`config.mk`:
```
export PLATFORM = sky130hd
export DESIGN_NAME = spi_op_engine
export DESIGN_NICKNAME = d
export VERILOG_FILES = /design/src/rtl/spi_op_pkg.sv /design/src/rtl/spi_op_lane_mux.sv /design/src/rtl/spi_op_ctrl.sv /design/src/rtl/spi_op_engine.sv
export SDC_FILE = /design/constraint.sdc
export NUM_CORES = 1
export LEC_CHECK = 0
export CAP_MARGIN = 20
export CORE_MARGIN = 2
export CORE_UTILIZATION = 54
export CTS_CLUSTER_DIAMETER = 150
export DETAILED_ROUTE_END_ITERATION = 8
export MAX_ROUTING_LAYER = met4
export PLACE_DENSITY_LB_ADDON = 0.08
export SETUP_SLACK_MARGIN = 0.02
export SLEW_MARGIN = 40
export SYNTH_ARGS = -nofsm -noshare
export SYNTH_HDL_FRONTEND = slang
export SYNTH_SLANG_ARGS = --single-unit
```
`constraint.sdc`:
```
create_clock -name clk -period 3.1 [get_ports clk]
set_input_delay 0.62 -clock clk [delete_from_list [all_inputs] [get_ports clk]]
set_output_delay 0.62 -clock clk [all_outputs]
set_load 0.02 [all_outputs]
```
`src/rtl/spi_op_pkg.sv`:
```
package spi_op_pkg;

    typedef enum logic [2:0] {
        ST_IDLE,
        ST_CMD,
        ST_ADDR,
        ST_DUMMY,
        ST_DATA,
        ST_TAIL
    } op_state_e;

    // number of IO lanes selected by a lane code
    function automatic logic [2:0] lane_bits(input logic [1:0] code);
        unique case (code)
            2'd0:    return 3'd1;
            2'd1:    return 3'd2;
            default: return 3'd4;
        endcase
    endfunction

    // beats per byte minus one for a lane code
    function automatic logic [2:0] beats_m1(input logic [1:0] code);
        unique case (code)
            2'd0:    return 3'd7;
            2'd1:    return 3'd3;
            default: return 3'd1;
        endcase
    endfunction

endpackage

```
`src/rtl/spi_op_lane_mux.sv`:
```
module spi_op_lane_mux (
    input  logic [7:0] sh,
    input  logic [1:0] lanes,
    input  logic       drive,
    input  logic [3:0] io_i,
    output logic [3:0] io_o,
    output logic [3:0] io_oe,
    output logic [3:0] rx_bits
);
    logic [3:0] val;
    logic [3:0] mask;

    always_comb begin
        unique case (lanes)
            2'd0: begin
                val     = {3'b000, sh[7]};
                mask    = 4'b0001;
                rx_bits = {3'b000, io_i[1]};
            end
            2'd1: begin
                val     = {2'b00, sh[7:6]};
                mask    = 4'b0011;
                rx_bits = {2'b00, io_i[1:0]};
            end
            default: begin
                val     = sh[7:4];
                mask    = 4'b1111;
                rx_bits = io_i;
            end
        endcase
        io_oe = drive ? mask : 4'b0000;
        io_o  = drive ? val  : 4'b0000;
    end
endmodule

```
`src/rtl/spi_op_ctrl.sv`:
```
module spi_op_ctrl
    import spi_op_pkg::*;
#(
    parameter int ADDR_BYTES = 3,
    parameter int DUMMY_W    = 3,
    parameter int LEN_W      = 12,
    localparam int ADDR_W    = 8 * ADDR_BYTES,
    localparam int AB_W      = $clog2(ADDR_BYTES + 1),
    localparam int CNT_W     = (LEN_W > DUMMY_W) ? LEN_W : DUMMY_W
) (
    input  logic              clk,
    input  logic              rst_n,
    input  logic              req_valid,
    input  logic [7:0]        req_opcode,
    input  logic [ADDR_W-1:0] req_addr,
    input  logic [AB_W-1:0]   req_abytes,
    input  logic [1:0]        req_alanes,
    input  logic [DUMMY_W-1:0] req_dummy,
    input  logic [1:0]        req_dlanes,
    input  logic              req_dir,
    input  logic [LEN_W-1:0]  req_len,
    input  logic [1:0]        req_tlanes,
    output logic              busy,
    input  logic              tx_valid,
    input  logic [7:0]        tx_data,
    output logic              tx_ready,
    output logic              rx_valid,
    output logic [7:0]        rx_data,
    input  logic              rx_ready,
    output logic              sck,
    output logic              cs_n,
    output logic [7:0]        sh,
    output logic [1:0]        lanes,
    output logic              drive,
    input  logic [3:0]        rx_bits
);
    op_state_e          state_q, state_n, follow, tgt;
    logic               sck_q, sck_n, cs_q, cs_n_n, armed_q, armed_n;
    logic [2:0]         beat_q, beat_n;
    logic [CNT_W-1:0]   cnt_q, cnt_n;
    logic [7:0]         sh_q, sh_n, rxsh_q, rxsh_n, rxd_q, rxd_n;
    logic               rxv_q, rxv_n;
    logic [ADDR_W-1:0]  addr_q, addr_n;
    logic [1:0]         lanes_q, lanes_n, tl;
    logic [AB_W-1:0]    ab_q, ab_n;
    logic [DUMMY_W-1:0] dum_q, dum_n;
    logic               dir_q, dir_n;
    logic [LEN_W-1:0]   len_q, len_n;
    logic [1:0]         la_q, la_n, ld_q, ld_n, lt_q, lt_n;
    logic               tx_take, rx_free;
    logic [7:0]         rx_shift;

    // phase that follows the current one, skipping empty ones
    always_comb begin
        case (state_q)
            ST_CMD:   follow = (ab_q != '0)  ? ST_ADDR :
                               (dum_q != '0) ? ST_DUMMY :
                               (len_q != '0) ? ST_DATA : ST_TAIL;
            ST_ADDR:  follow = (dum_q != '0) ? ST_DUMMY :
                               (len_q != '0) ? ST_DATA : ST_TAIL;
            ST_DUMMY: follow = (len_q != '0) ? ST_DATA : ST_TAIL;
            default:  follow = ST_TAIL;
        endcase
        tgt = (cnt_q == '0) ? follow : state_q;
        case (tgt)
            ST_ADDR:  tl = la_q;
            ST_DUMMY: tl = ld_q;
            ST_DATA:  tl = lt_q;
            default:  tl = lanes_q;
        endcase
    end

    assign rx_free  = !rxv_q || rx_ready;
    assign rx_shift = (rxsh_q << lane_bits(lanes_q)) | {4'b0000, rx_bits};

    // next-state and datapath process
    always_comb begin
        state_n = state_q;  sck_n = sck_q;    cs_n_n = cs_q;
        armed_n = armed_q;  beat_n = beat_q;  cnt_n = cnt_q;
        sh_n = sh_q;        rxsh_n = rxsh_q;  rxd_n = rxd_q;
        addr_n = addr_q;    lanes_n = lanes_q;
        ab_n = ab_q; dum_n = dum_q; dir_n = dir_q; len_n = len_q;
        la_n = la_q; ld_n = ld_q; lt_n = lt_q;
        tx_take = 1'b0;
        rxv_n = rxv_q && !rx_ready;

        unique case (state_q)
            ST_IDLE: begin
                if (req_valid) begin
                    state_n = ST_CMD;
                    cs_n_n  = 1'b0;
                    sck_n   = 1'b0;
                    armed_n = 1'b1;
                    sh_n    = req_opcode;
                    lanes_n = 2'd0;
                    beat_n  = 3'd7;
                    cnt_n   = '0;
                    addr_n  = req_addr << (8 * (ADDR_BYTES - int'(req_abytes)));
                    ab_n = req_abytes; dum_n = req_dummy; dir_n = req_dir;
                    len_n = req_len; la_n = req_alanes; ld_n = req_dlanes;
                    lt_n = req_tlanes;
                end
            end
            ST_CMD, ST_ADDR, ST_DUMMY, ST_DATA: begin
                if (!sck_q) begin
                    if (armed_q) begin
                        sck_n = 1'b1;
                        if (state_q == ST_DATA && !dir_q) begin
                            rxsh_n = rx_shift;
                            if (beat_q == 3'd0) begin
                                rxd_n = rx_shift;
                                rxv_n = 1'b1;
                            end
                        end
                    end else if (state_q == ST_DATA) begin
                        if (dir_q) begin
                            if (tx_valid) begin
                                tx_take = 1'b1;
                                sh_n    = tx_data;
                                armed_n = 1'b1;
                            end
                        end else if (rx_free) begin
                            armed_n = 1'b1;
                        end
                    end
                end else begin
                    sck_n = 1'b0;
                    if (beat_q != 3'd0) begin
                        beat_n = beat_q - 3'd1;
                        sh_n   = sh_q << lane_bits(lanes_q);
                    end else begin
                        state_n = tgt;
                        lanes_n = tl;
                        beat_n  = beats_m1(tl);
                        if (cnt_q != '0) begin
                            cnt_n = cnt_q - CNT_W'(1);
                        end else begin
                            case (tgt)
                                ST_ADDR:  cnt_n = CNT_W'(ab_q) - CNT_W'(1);
                                ST_DUMMY: cnt_n = CNT_W'(dum_q) - CNT_W'(1);
                                ST_DATA:  cnt_n = CNT_W'(len_q) - CNT_W'(1);
                                default:  cnt_n = '0;
                            endcase
                        end
                        case (tgt)
                            ST_ADDR: begin
                                sh_n    = addr_q[ADDR_W-1 -: 8];
                                addr_n  = addr_q << 8;
                                armed_n = 1'b1;
                            end
                            ST_DUMMY: begin
                                sh_n    = 8'h00;
                                armed_n = 1'b1;
                            end
                            ST_DATA: begin
                                if (dir_q) begin
                                    armed_n = tx_valid;
                                    if (tx_valid) begin
                                        tx_take = 1'b1;
                                        sh_n    = tx_data;
                                    end
                                end else begin
                                    armed_n = rx_free;
                                end
                            end
                            default: armed_n = 1'b0;
                        endcase
                    end
                end
            end
            ST_TAIL: begin
                cs_n_n  = 1'b1;
                state_n = ST_IDLE;
            end
            default: state_n = ST_IDLE;
        endcase
    end

    // state register process
    always_ff @(posedge clk or negedge rst_n) begin
        if (!rst_n) begin
            state_q <= ST_IDLE; sck_q <= 1'b0; cs_q <= 1'b1; armed_q <= 1'b0;
            beat_q <= '0; cnt_q <= '0; sh_q <= '0; rxsh_q <= '0; rxd_q <= '0;
            rxv_q <= 1'b0; addr_q <= '0; lanes_q <= '0;
            ab_q <= '0; dum_q <= '0; dir_q <= 1'b0; len_q <= '0;
            la_q <= '0; ld_q <= '0; lt_q <= '0;
        end else begin
            state_q <= state_n; sck_q <= sck_n; cs_q <= cs_n_n; armed_q <= armed_n;
            beat_q <= beat_n; cnt_q <= cnt_n; sh_q <= sh_n; rxsh_q <= rxsh_n;
            rxd_q <= rxd_n; rxv_q <= rxv_n; addr_q <= addr_n; lanes_q <= lanes_n;
            ab_q <= ab_n; dum_q <= dum_n; dir_q <= dir_n; len_q <= len_n;
            la_q <= la_n; ld_q <= ld_n; lt_q <= lt_n;
        end
    end

    // output process
    always_comb begin
        busy     = (state_q != ST_IDLE);
        tx_ready = tx_take;
        rx_valid = rxv_q;
        rx_data  = rxd_q;
        sck      = sck_q;
        cs_n     = cs_q;
        sh       = sh_q;
        lanes    = lanes_q;
        drive    = (state_q == ST_CMD) || (state_q == ST_ADDR) ||
                   (state_q == ST_DATA && dir_q);
    end
endmodule

```
`src/rtl/spi_op_engine.sv`:
```
module spi_op_engine #(
    parameter int ADDR_BYTES = 3,
    parameter int DUMMY_W    = 3,
    parameter int LEN_W      = 12,
    localparam int ADDR_W    = 8 * ADDR_BYTES,
    localparam int AB_W      = $clog2(ADDR_BYTES + 1)
) (
    input  logic               clk,
    input  logic               rst_n,
    input  logic               req_valid,
    input  logic [7:0]         req_opcode,
    input  logic [ADDR_W-1:0]  req_addr,
    input  logic [AB_W-1:0]    req_abytes,
    input  logic [1:0]         req_alanes,
    input  logic [DUMMY_W-1:0] req_dummy,
    input  logic [1:0]         req_dlanes,
    input  logic               req_dir,
    input  logic [LEN_W-1:0]   req_len,
    input  logic [1:0]         req_tlanes,
    output logic               busy,
    input  logic               tx_valid,
    input  logic [7:0]         tx_data,
    output logic               tx_ready,
    output logic               rx_valid,
    output logic [7:0]         rx_data,
    input  logic               rx_ready,
    output logic               sck,
    output logic               cs_n,
    output logic [3:0]         io_o,
    output logic [3:0]         io_oe,
    input  logic [3:0]         io_i
);
    logic [7:0] sh;
    logic [1:0] lanes;
    logic       drive;
    logic [3:0] rx_bits;

    spi_op_ctrl #(
        .ADDR_BYTES(ADDR_BYTES), .DUMMY_W(DUMMY_W), .LEN_W(LEN_W)
    ) i_ctrl (
        .clk(clk), .rst_n(rst_n),
        .req_valid(req_valid), .req_opcode(req_opcode), .req_addr(req_addr),
        .req_abytes(req_abytes), .req_alanes(req_alanes), .req_dummy(req_dummy),
        .req_dlanes(req_dlanes), .req_dir(req_dir), .req_len(req_len),
        .req_tlanes(req_tlanes), .busy(busy),
        .tx_valid(tx_valid), .tx_data(tx_data), .tx_ready(tx_ready),
        .rx_valid(rx_valid), .rx_data(rx_data), .rx_ready(rx_ready),
        .sck(sck), .cs_n(cs_n), .sh(sh), .lanes(lanes), .drive(drive),
        .rx_bits(rx_bits)
    );

    spi_op_lane_mux i_mux (
        .sh(sh), .lanes(lanes), .drive(drive), .io_i(io_i),
        .io_o(io_o), .io_oe(io_oe), .rx_bits(rx_bits)
    );
endmodule

```
**Word-level counts from Yosys, hierarchy flattened**

Cells that the tools add are included.

- Bits in registers: 96
- Latch bits: 0
- Bits in writable memories: 0
- ROM bits: 0
- Bits of input ports: 73
- Output and inout port bits: 21
- Word-level logic and storage cells: 159
- Memories kept: 0

- Add/sub/neg operators: 6
- Multiply operators: 0
- Divide/modulo/power cells: 0
- Magnitude comparators: 0
- Eq/ne operators: 18
- Shifts and indexed selects: 3
- Multiplexer cells: 76
- Bitwise operators: 2
- Reductions and logical operators: 35

Operators by type and width:

| kind | number |
|---|---|
| $mux W24 | 4 |
| $mux W8 | 7 |
| $mux W12 | 4 |
| $pmux W24 S2 | 1 |
| $mux W3 | 12 |
| $pmux W12 S3 | 1 |
| $shl A24 B32 Y24 | 1 |
| $mux W1 | 25 |
| $pmux W12 S2 | 1 |
| $pmux W3 S2 | 4 |
| $pmux W4 S2 | 3 |
| $pmux W8 S3 | 1 |
| $reduce_bool A12 Y1 | 2 |
| $sub A12 B1 Y12 const B | 2 |
| $pmux W8 S2 | 1 |
| $shl A8 B3 Y8 | 2 |
| $reduce_and A5 Y1 | 3 |
| $eq A3 B2 Y1 const B | 4 |
| $logic_not A12 Y1 | 1 |
| $eq A3 B3 Y1 const B | 3 |
| $pmux W3 S3 | 1 |
| $reduce_and A3 Y1 | 3 |
| $reduce_bool A3 Y1 | 3 |
| $mux W4 | 2 |
| other kinds (28) | 49 |

**Logic depth before layout (Yosys ltp)**

Gate-level depths: netlist of the first run.

- Word-level depth: 13
- Gate-level depth with buffers: 14
- Depth with buffers taken out: 10

**Modules after synthesis**

A second synthesis of the first run with hierarchy kept.

- Cell total of the unflattened synthesis: 669
- Area total of the unflattened synthesis: 5904.4 um^2

Modules (own cells, without submodules):

| module | times used | cells an instance | area each (um^2) |
|---|---|---|---|
| spi_op_ctrl | 1 | 652 | 5768.0 |
| spi_op_lane_mux | 1 | 17 | 136.4 |

**Worst setup path after synthesis of the first run**

Ideal clock, no wire load.

- Path kind: flip-flop to output port
- Start point: register i_ctrl.cnt_q[0]
- End point: output tx_ready
- Arrival time: 2.236 ns
- Required time: 2.480 ns
- Slack: 0.244 ns
- Cell stages (with the launch flop): 10
- Cell sequence: dfrtp_1 > inv_1 > ha_1 > or3b_1 > buf_2 > nor3_4 > nand4b_4 > o31ai_4 > a21oi_1 > nor2_1

- Longest elaborated chain between the ends: 7

Ends and longest elaborated chain:

| what | line | source |
|---|---|---|
| from (decl) | spi_op_ctrl.sv:40 | `logic [CNT_W-1:0] cnt_q, cnt_n;` |
| from (signal assigned) | spi_op_ctrl.sv:189 | `beat_q <= beat_n; cnt_q <= cnt_n; sh_q <= sh_n; rxsh_q <= rxsh_n;` |
| $logic_not A12 Y1 | spi_op_ctrl.sv:64 | `tgt = (cnt_q == '0) ? follow : state_q;` |
| $mux W3 | spi_op_ctrl.sv:64 |  |
| $eq A3 B3 Y1 | spi_op_ctrl.sv:145 | `case (tgt)` |
| $mux W1 | spi_op_ctrl.sv:145 |  |
| $mux W1 | spi_op_ctrl.sv:128 | `if (beat_q != 3'd0) begin` |
| $mux W1 | spi_op_ctrl.sv:105 | `if (!sck_q) begin` |
| $mux W1 | spi_op_ctrl.sv:87 | `unique case (state_q)` |
| to (decl) | spi_op_engine.sv:23 | `output logic tx_ready,` |

No other way between the ends.

**Worst setup path after layout of the first run**

- Start point: register i_ctrl.cnt_q[4]
- End point: output tx_ready

The elaborated chain is that of the path after synthesis.

==> results.py, run 1 <==
metrics = {
    "logic_synthesis": {
        "ys.flop_type": "dfrtp_1",
        "yosysWarningCount": 0,
        "synth_top_cell_by_area": "dfrtp_1",
        "syn_area_mm2": 0.005793,
        "synth_edf_count": 0,
        "synth_seq_area_share_pct": 41.06,
        "synth_top_area_share_pct": 40.60,
        "syn_inst": 655,
        "ys_seq_elements": 95,
        "synthMostInstantiatedCell": "nand2_1",
        "synth_area_per_cell_um2": 8.844,
        "yosys-top-cells-area": "dfrtp_1, mux2_2, o21ai_0",
        "synthArstFlopShare_pct": 100.0,
        "synthTopCellsByCount": "nand2_1, dfrtp_1, o21ai_0",
        "yosysUniqueCellTypes": 66,
        "syn_nets": 736,
    },
    "power": {
        "vdd_drop_max_mv": 0.6136,
        "fin_total_pwr_mw": 7.970,
        "power_leakage_nw": 3.120,
        "power_density_mw_per_mm2": 1089,
    },
    "cells_and_area": {
        "design_area_mm2": 0.007318,
        "num_antenna_cells": 0,
        "syn_to_final_growth_pct": 26.33,
        "final_nets": 841,
        "multi_input_area_mm2": 0.003177,
        "fillers": 849,
        "utilization_pct": 70.57,
        "final_cells": 901,
        "regArea_mm2": 0.002381,
        "drive_above_1_share_pct": 16.47,
    },
    "timing": {
        "finalSetupViolations": 0,
        "tightest_slew_ps": 641.3,
        "max_freq_ghz": 0.3298,
        "maxSlewViolCount": 0,
        "fin_hold_ws_ps": 255.5,
        "post-route-period-util_pct": 97.80,
        "min_period_ps": 3032,
        "rsz0062_at_grt": "yes",
        "hold_viol": 0,
        "maxSlewHeadroom_pct": 57.25,
        "finalSetupTns_ps": 0,
        "setup_ws_ps": 68.05,
        "skew_ps": 15.32,
    },
    "global_routing": {
        "grt_use_total_pct": 27.45,
        "antenna_found_initial": 0,
        "grt.overflow.total": 0,
        "grt_max_degree": 51,
        "grt_pass1_vias": 5035,
        "grt_pass1_wl_um": 24410,
    },
    "setup_path": {
        "r2r_end": "i_ctrl.sh[7]",
        "endpoint_kind": "output pin",
        "critical_path_class": "register to output pin",
        "timing.rr.start": "i_ctrl.cnt_q[4]",
        "crit_path_max_fanout": 5,
        "r2r_slack_ps": 160,
        "reg2regPathDepth": 9,
        "crit_path_start_kind": "register",
        "required_ps": 2480,
        "arrival_ps": 2410,
    },
    "detailed_routing": {
        "antenna_left": 0,
        "vias": 5241,
        "first_iter_violations": 326,
        "routed_wl_um": 14900,
        "wl_per_cell_um": 16.53,
        "drc": 0,
        "firstDrtPassIters": 5,
        "vias_per_cell": 5.817,
    },
    "cts": {
        "holdBufCountCts": 0,
        "clk-insertion-delay-late_ps": 380,
        "cts_tree": "yes",
        "cts.htree.levels": 3,
        "cts_root_buffer": "clkbuf_8",
        "clock-sinks": 95,
        "clkTransAtPathRegs_ps": 100,
        "clockBufferDepth": 2,
        "cts_buffers": 9,
    },
    "floorplanning": {
        "start_util_pct": 55.86,
        "die-width_um": 107.6,
        "dieHeight_um": 107.6,
        "dieArea_mm2": 0.01157,
        "ios": 94,
        "core_area_mm2": 0.01037,
        "row_count": 37,
    },
    "placement": {
        "gp_congestion": 0.9292,
        "dp.final_hpwl_um": 10910,
        "post_dp_cell_area_mm2": 0.007036,
        "portBuffers": 93,
        "dpl.cell_count": 882,
        "dp_slack_ps": -20.78,
    },
    "run": {
        "max-cap-violations": 0,
    },
    "run_status": {
        "outcome": "complete, no violations",
    },
    "hold_path": {
        "min_path_type": "primary input to asynchronous set/reset pin",
    },
}
[power by group]
group	total, mW	internal (mW)	switching (mW)
Clock	0.947	0.502	0.445
Sequential	2.07	1.68	0.396
Combinational	4.95	2.25	2.70
Total	7.97	4.43	3.54
[cell usage in the layout, fill, tap and decap left out, types with 3 or more instances in the layout]
master,count
xnor2_1,6
mux2_2,38
nor2_1,42
inv_1,19
or2_2,4
buf_4,44
dfrtp_1,92
o21ai_1,23
a31oi_1,7
nor3b_1,3
nor4_1,4
or3_1,6
a211oi_1,4
nand4_1,5
nor2b_1,4
mux2i_1,22
xor2_1,4
ha_1,8
a221o_1,8
nand2_1,95
a211o_1,4
nor3_1,8
o221ai_1,3
nand3_1,12
nand2b_1,5
a22o_1,5
and3_1,14
o211ai_1,3
clkdlybuf4s50_1,91
and2_1,3
a21oi_1,41
clkbuf_8,11
o21ai_0,77
[how the worst max path moves through the flow]
stage	start	end	slack [ps]	depth (start not counted)
finish	i_ctrl.cnt_q[4]	tx_ready	70	7
global route	i_ctrl.cnt_q[0]	tx_ready	-40	9
CTS	i_ctrl.cnt_q[0]	tx_ready	80	9
detailed placement	i_ctrl.cnt_q[0]	i_ctrl.sh[0]	-20	9
global placement	i_ctrl.cnt_q[0]	tx_ready	50	9
floorplan	i_ctrl.cnt_q[0]	tx_ready	240	9
[cell type report]
cell class	count	area share (%)
multi-input combinational	497	43.41
clock buffer	12	2.120
tap	136	2.325
inverter	19	0.9745
timing repair buffer	138	17.58
sequential	95	32.54
clock inverter	4	1.060
[critical path, stage by stage, from the launching register on]
cell and delay, ps:
dfrtp_1 430, or4_4 590, nor3_4 250, nand4b_4 160, o31ai_4 220, a21oi_1 100
nor2_1 110, buf_2 180
[sequential cells by signal, indices dropped and copies added, names as in the netlist]
name             cells
i_ctrl.la_q          2
i_ctrl.sck           1
i_ctrl.lanes         2
i_ctrl.lt_q          2
i_ctrl.beat_q        3
i_ctrl.dir_q         1
i_ctrl.rxsh_q        7
i_ctrl.addr_q       24
i_ctrl.ld_q          2
i_ctrl.dum_q         3
i_ctrl.state_q       3
i_ctrl.rx_data       8
i_ctrl.cnt_q        12
i_ctrl.rx_valid      1
i_ctrl.len_q        12
i_ctrl.cs_n          1
i_ctrl.ab_q          2
i_ctrl.sh            8
i_ctrl.armed_q       1
[cell families after synthesis]
logic type | count (synthesis) | synth area share, %
AND/OR/NAND/NOR | 220 | 18.53
AO/OA/AOI/OAI | 197 | 20.86
flip-flops | 95 | 41.06
buffers and inverters | 63 | 4.665
multiplexers | 62 | 11.64
XOR/XNOR | 10 | 1.512
adder cells (fa/ha/maj) | 8 | 1.728
[metal layers]
layer	vias to the layer above	track usage (%)	part of all wire (%)
met3	16	3.511	5.7
li1	2552	-	-
met2	181	41.37	45
met4	0	8.425	1.3
met5	-	-	0
met1	2492	39.01	48
[timing repair]
action	in CTS	in global routing
buffers inserted	0	3
pin swaps	0	3
endpoints found under the setup margin	12	11
gates resized for setup	8	4
No activity file was read; power rests on OpenSTA's default activity.
==> run 2, diff against run 1 <==
==> constraint.sdc (replaced) <==
create_clock -name clk -period 3.1 [get_ports clk]
set_input_delay 0.62 -clock clk [delete_from_list [all_inputs] [get_ports clk]]
set_output_delay 0.62 -clock clk [all_outputs]
set_load 0.005 [all_outputs]
==> run 2 against run 1 <==
Wire length fell by 0.38%. Sequential power rose by 2%. Utilization barely moved. Setup slack got worse by 4.8 ps. Worst hold slack got worse by 61 ps. Die area did not move. Largest cell class unchanged.
==> results.py, run 2 (synthesized netlist as in run 1, its figures left out) <==
metrics = {
    "run_status": {
        "outcome": "complete, no violations",
    },
    "detailed_routing": {
        "routed_wl_um": 14840,
        "vias": 5252,
        "drc": 0,
        "firstDrtPassIters": 5,
        "first_iter_violations": 385,
        "wl_per_cell_um": 16.56,
        "antenna_left": 0,
        "vias_per_cell": 5.862,
    },
    "cells_and_area": {
        "syn_to_final_growth_pct": 26.24,
        "mostFrequentLayoutCells": "nand2_1, dfrtp_1, clkdlybuf4s50_1",
        "num_antenna_cells": 0,
        "fillers": 825,
        "final_nets": 836,
        "final_cells": 896,
        "top_regs": "i_ctrl.addr_q (24), i_ctrl.cnt_q (12), i_ctrl.len_q (12)",
        "drive_above_1_share_pct": 16.45,
        "top_register": "i_ctrl.addr_q",
        "final_common_cell": "nand2_1",
        "multi_input_area_mm2": 0.003217,
        "regArea_mm2": 0.002380,
        "largest_register_ffs": 24,
    },
    "timing": {
        "min_period_ps": 3037,
        "finalSetupViolations": 0,
        "skew_ps": 7.453,
        "tightest_slew_ps": 639.8,
        "setup_ws_ps": 63.26,
        "maxSlewViolCount": 0,
        "maxSlewHeadroom_pct": 57.21,
        "max_freq_ghz": 0.3293,
        "finalSetupTns_ps": 0,
        "hold_viol": 0,
        "fin_hold_ws_ps": 195.0,
        "post-route-period-util_pct": 97.96,
        "rsz0062_at_grt": "yes",
    },
    "placement": {
        "dp.final_hpwl_um": 10560,
        "dpl.cell_count": 872,
        "gp_congestion": 0.9326,
        "dp_slack_ps": 100.8,
        "portBuffers": 93,
    },
    "floorplanning": {
        "dieHeight_um": 107.6,
        "start_util_pct": 55.86,
        "ios": 94,
        "core_area_mm2": 0.01037,
        "row_count": 37,
        "dieArea_mm2": 0.01157,
        "die-width_um": 107.6,
    },
    "power": {
        "p_comb_share_pct": 61.5,
        "power_leakage_nw": 3.098,
        "p_clk_share_pct": 11.8,
        "power_density_mw_per_mm2": 1075,
        "p_seq_share_pct": 26.8,
        "vdd_drop_max_mv": 0.5775,
        "power.internal_mw": 4.373,
        "swShare_pct": 44.39,
        "switching_power_mw": 3.492,
        "fin_total_pwr_mw": 7.865,
    },
    "setup_path": {
        "reg2regPathDepth": 12,
        "timing.rr.start": "i_ctrl.cnt_q[1]",
        "crit_path_max_fanout": 3,
        "r2r_slack_ps": 130,
        "critical_path_class": "register to output pin",
        "endpoint_kind": "output pin",
        "required_ps": 2480,
        "r2r_end": "i_ctrl.sh[6]",
        "crit_path_start_kind": "register",
        "arrival_ps": 2420,
    },
    "hold_path": {
        "min_path_type": "primary input to asynchronous set/reset pin",
    },
    "cts": {
        "cts_tree": "yes",
        "clk-insertion-delay-late_ps": 370,
        "cts_buffers": 9,
        "clkTransAtPathRegs_ps": 90,
        "cts.htree.levels": 3,
        "clockBufferDepth": 2,
        "clock-sinks": 95,
        "cts_root_buffer": "clkbuf_8",
    },
    "global_routing": {
        "antenna_found_initial": 0,
        "grt_pass1_vias": 5111,
        "grt_max_degree": 60,
        "grt_pass1_wl_um": 25030,
        "grt.overflow.total": 0,
        "grt_use_total_pct": 27.85,
    },
    "run": {
        "max-cap-violations": 0,
    },
}
## run 2: how the worst max path moves through the flow
stage               startpoint           end  slack (ps)  depth (start not counted)
3_5_place_dp   i_ctrl.cnt_q[1]      tx_ready         100                          9
3_3_place_gp   i_ctrl.cnt_q[0]      tx_ready         130                          9
2_1_floorplan  i_ctrl.cnt_q[0]  i_ctrl.sh[5]         260                         11
6_report       i_ctrl.cnt_q[1]      tx_ready          60                          9
5_1_grt        i_ctrl.cnt_q[1]      tx_ready         -40                          9
4_1_cts        i_ctrl.cnt_q[1]      tx_ready          20                         10
## run 2: repair_timing
item / CTS / global route
hold endpoints to repair: 0 / 0
hold buffers: 0 / 0
setup endpoints to repair: 3 / 24
pin swaps: 3 / 10
setup buffers: 5 / 2
cloned: 0 / 1
gates resized for setup: 4 / 16
## run 2: power groups by stage
| stage | clock network (mW) | logic (mW) | registers, mW |
|---|---|---|---|
| after floorplan | 0 | 3.13 | 1.97 |
| after global placement | 0 | 4.33 | 2.09 |
| after detailed placement | 0 | 4.42 | 2.11 |
| after CTS | 0.933 | 4.57 | 2.09 |
| after global routing | 0.994 | 5.28 | 2.18 |
| final | 0.925 | 4.83 | 2.11 |
## run 2: per-layer routing
layer	part of all wire, %	track usage [%]	vias up	wire (µm)
met4	1.5	9.982	0	230
met1	46	40.09	2500	6854
li1	-	-	2537	-
met2	46	40.39	194	6753
met5	0	-	-	0
met3	6.7	3.874	21	1001
## run 2: stage by stage
stage | instance area (µm²) | util [%]
after floorplan | 5793 | -
after global placement | 6960 | 67.12
after detailed placement | 6960 | 67.12
after CTS | 7231 | 69.73
after global routing | 7313 | 70.52
final | 7313 | 70.52
## run 2: critical path, cell delays in order (launching register included)
cell	delay, ps
dfrtp_1	400
inv_1	60
ha_2	170
or3b_4	420
nor3_4	230
nand4b_4	150
o31ai_4	290
a21oi_2	80
nor2_1	120
buf_2	130
## run 2: final cells by class
cell class	count	share of cell area, %
inverters	19	0.9752
flip-flops and latches	95	32.54
well taps	136	2.327
multi-input cells	497	43.99
repair buffers	133	17.13
clock buffers	11	1.933
clock inverters	5	1.112
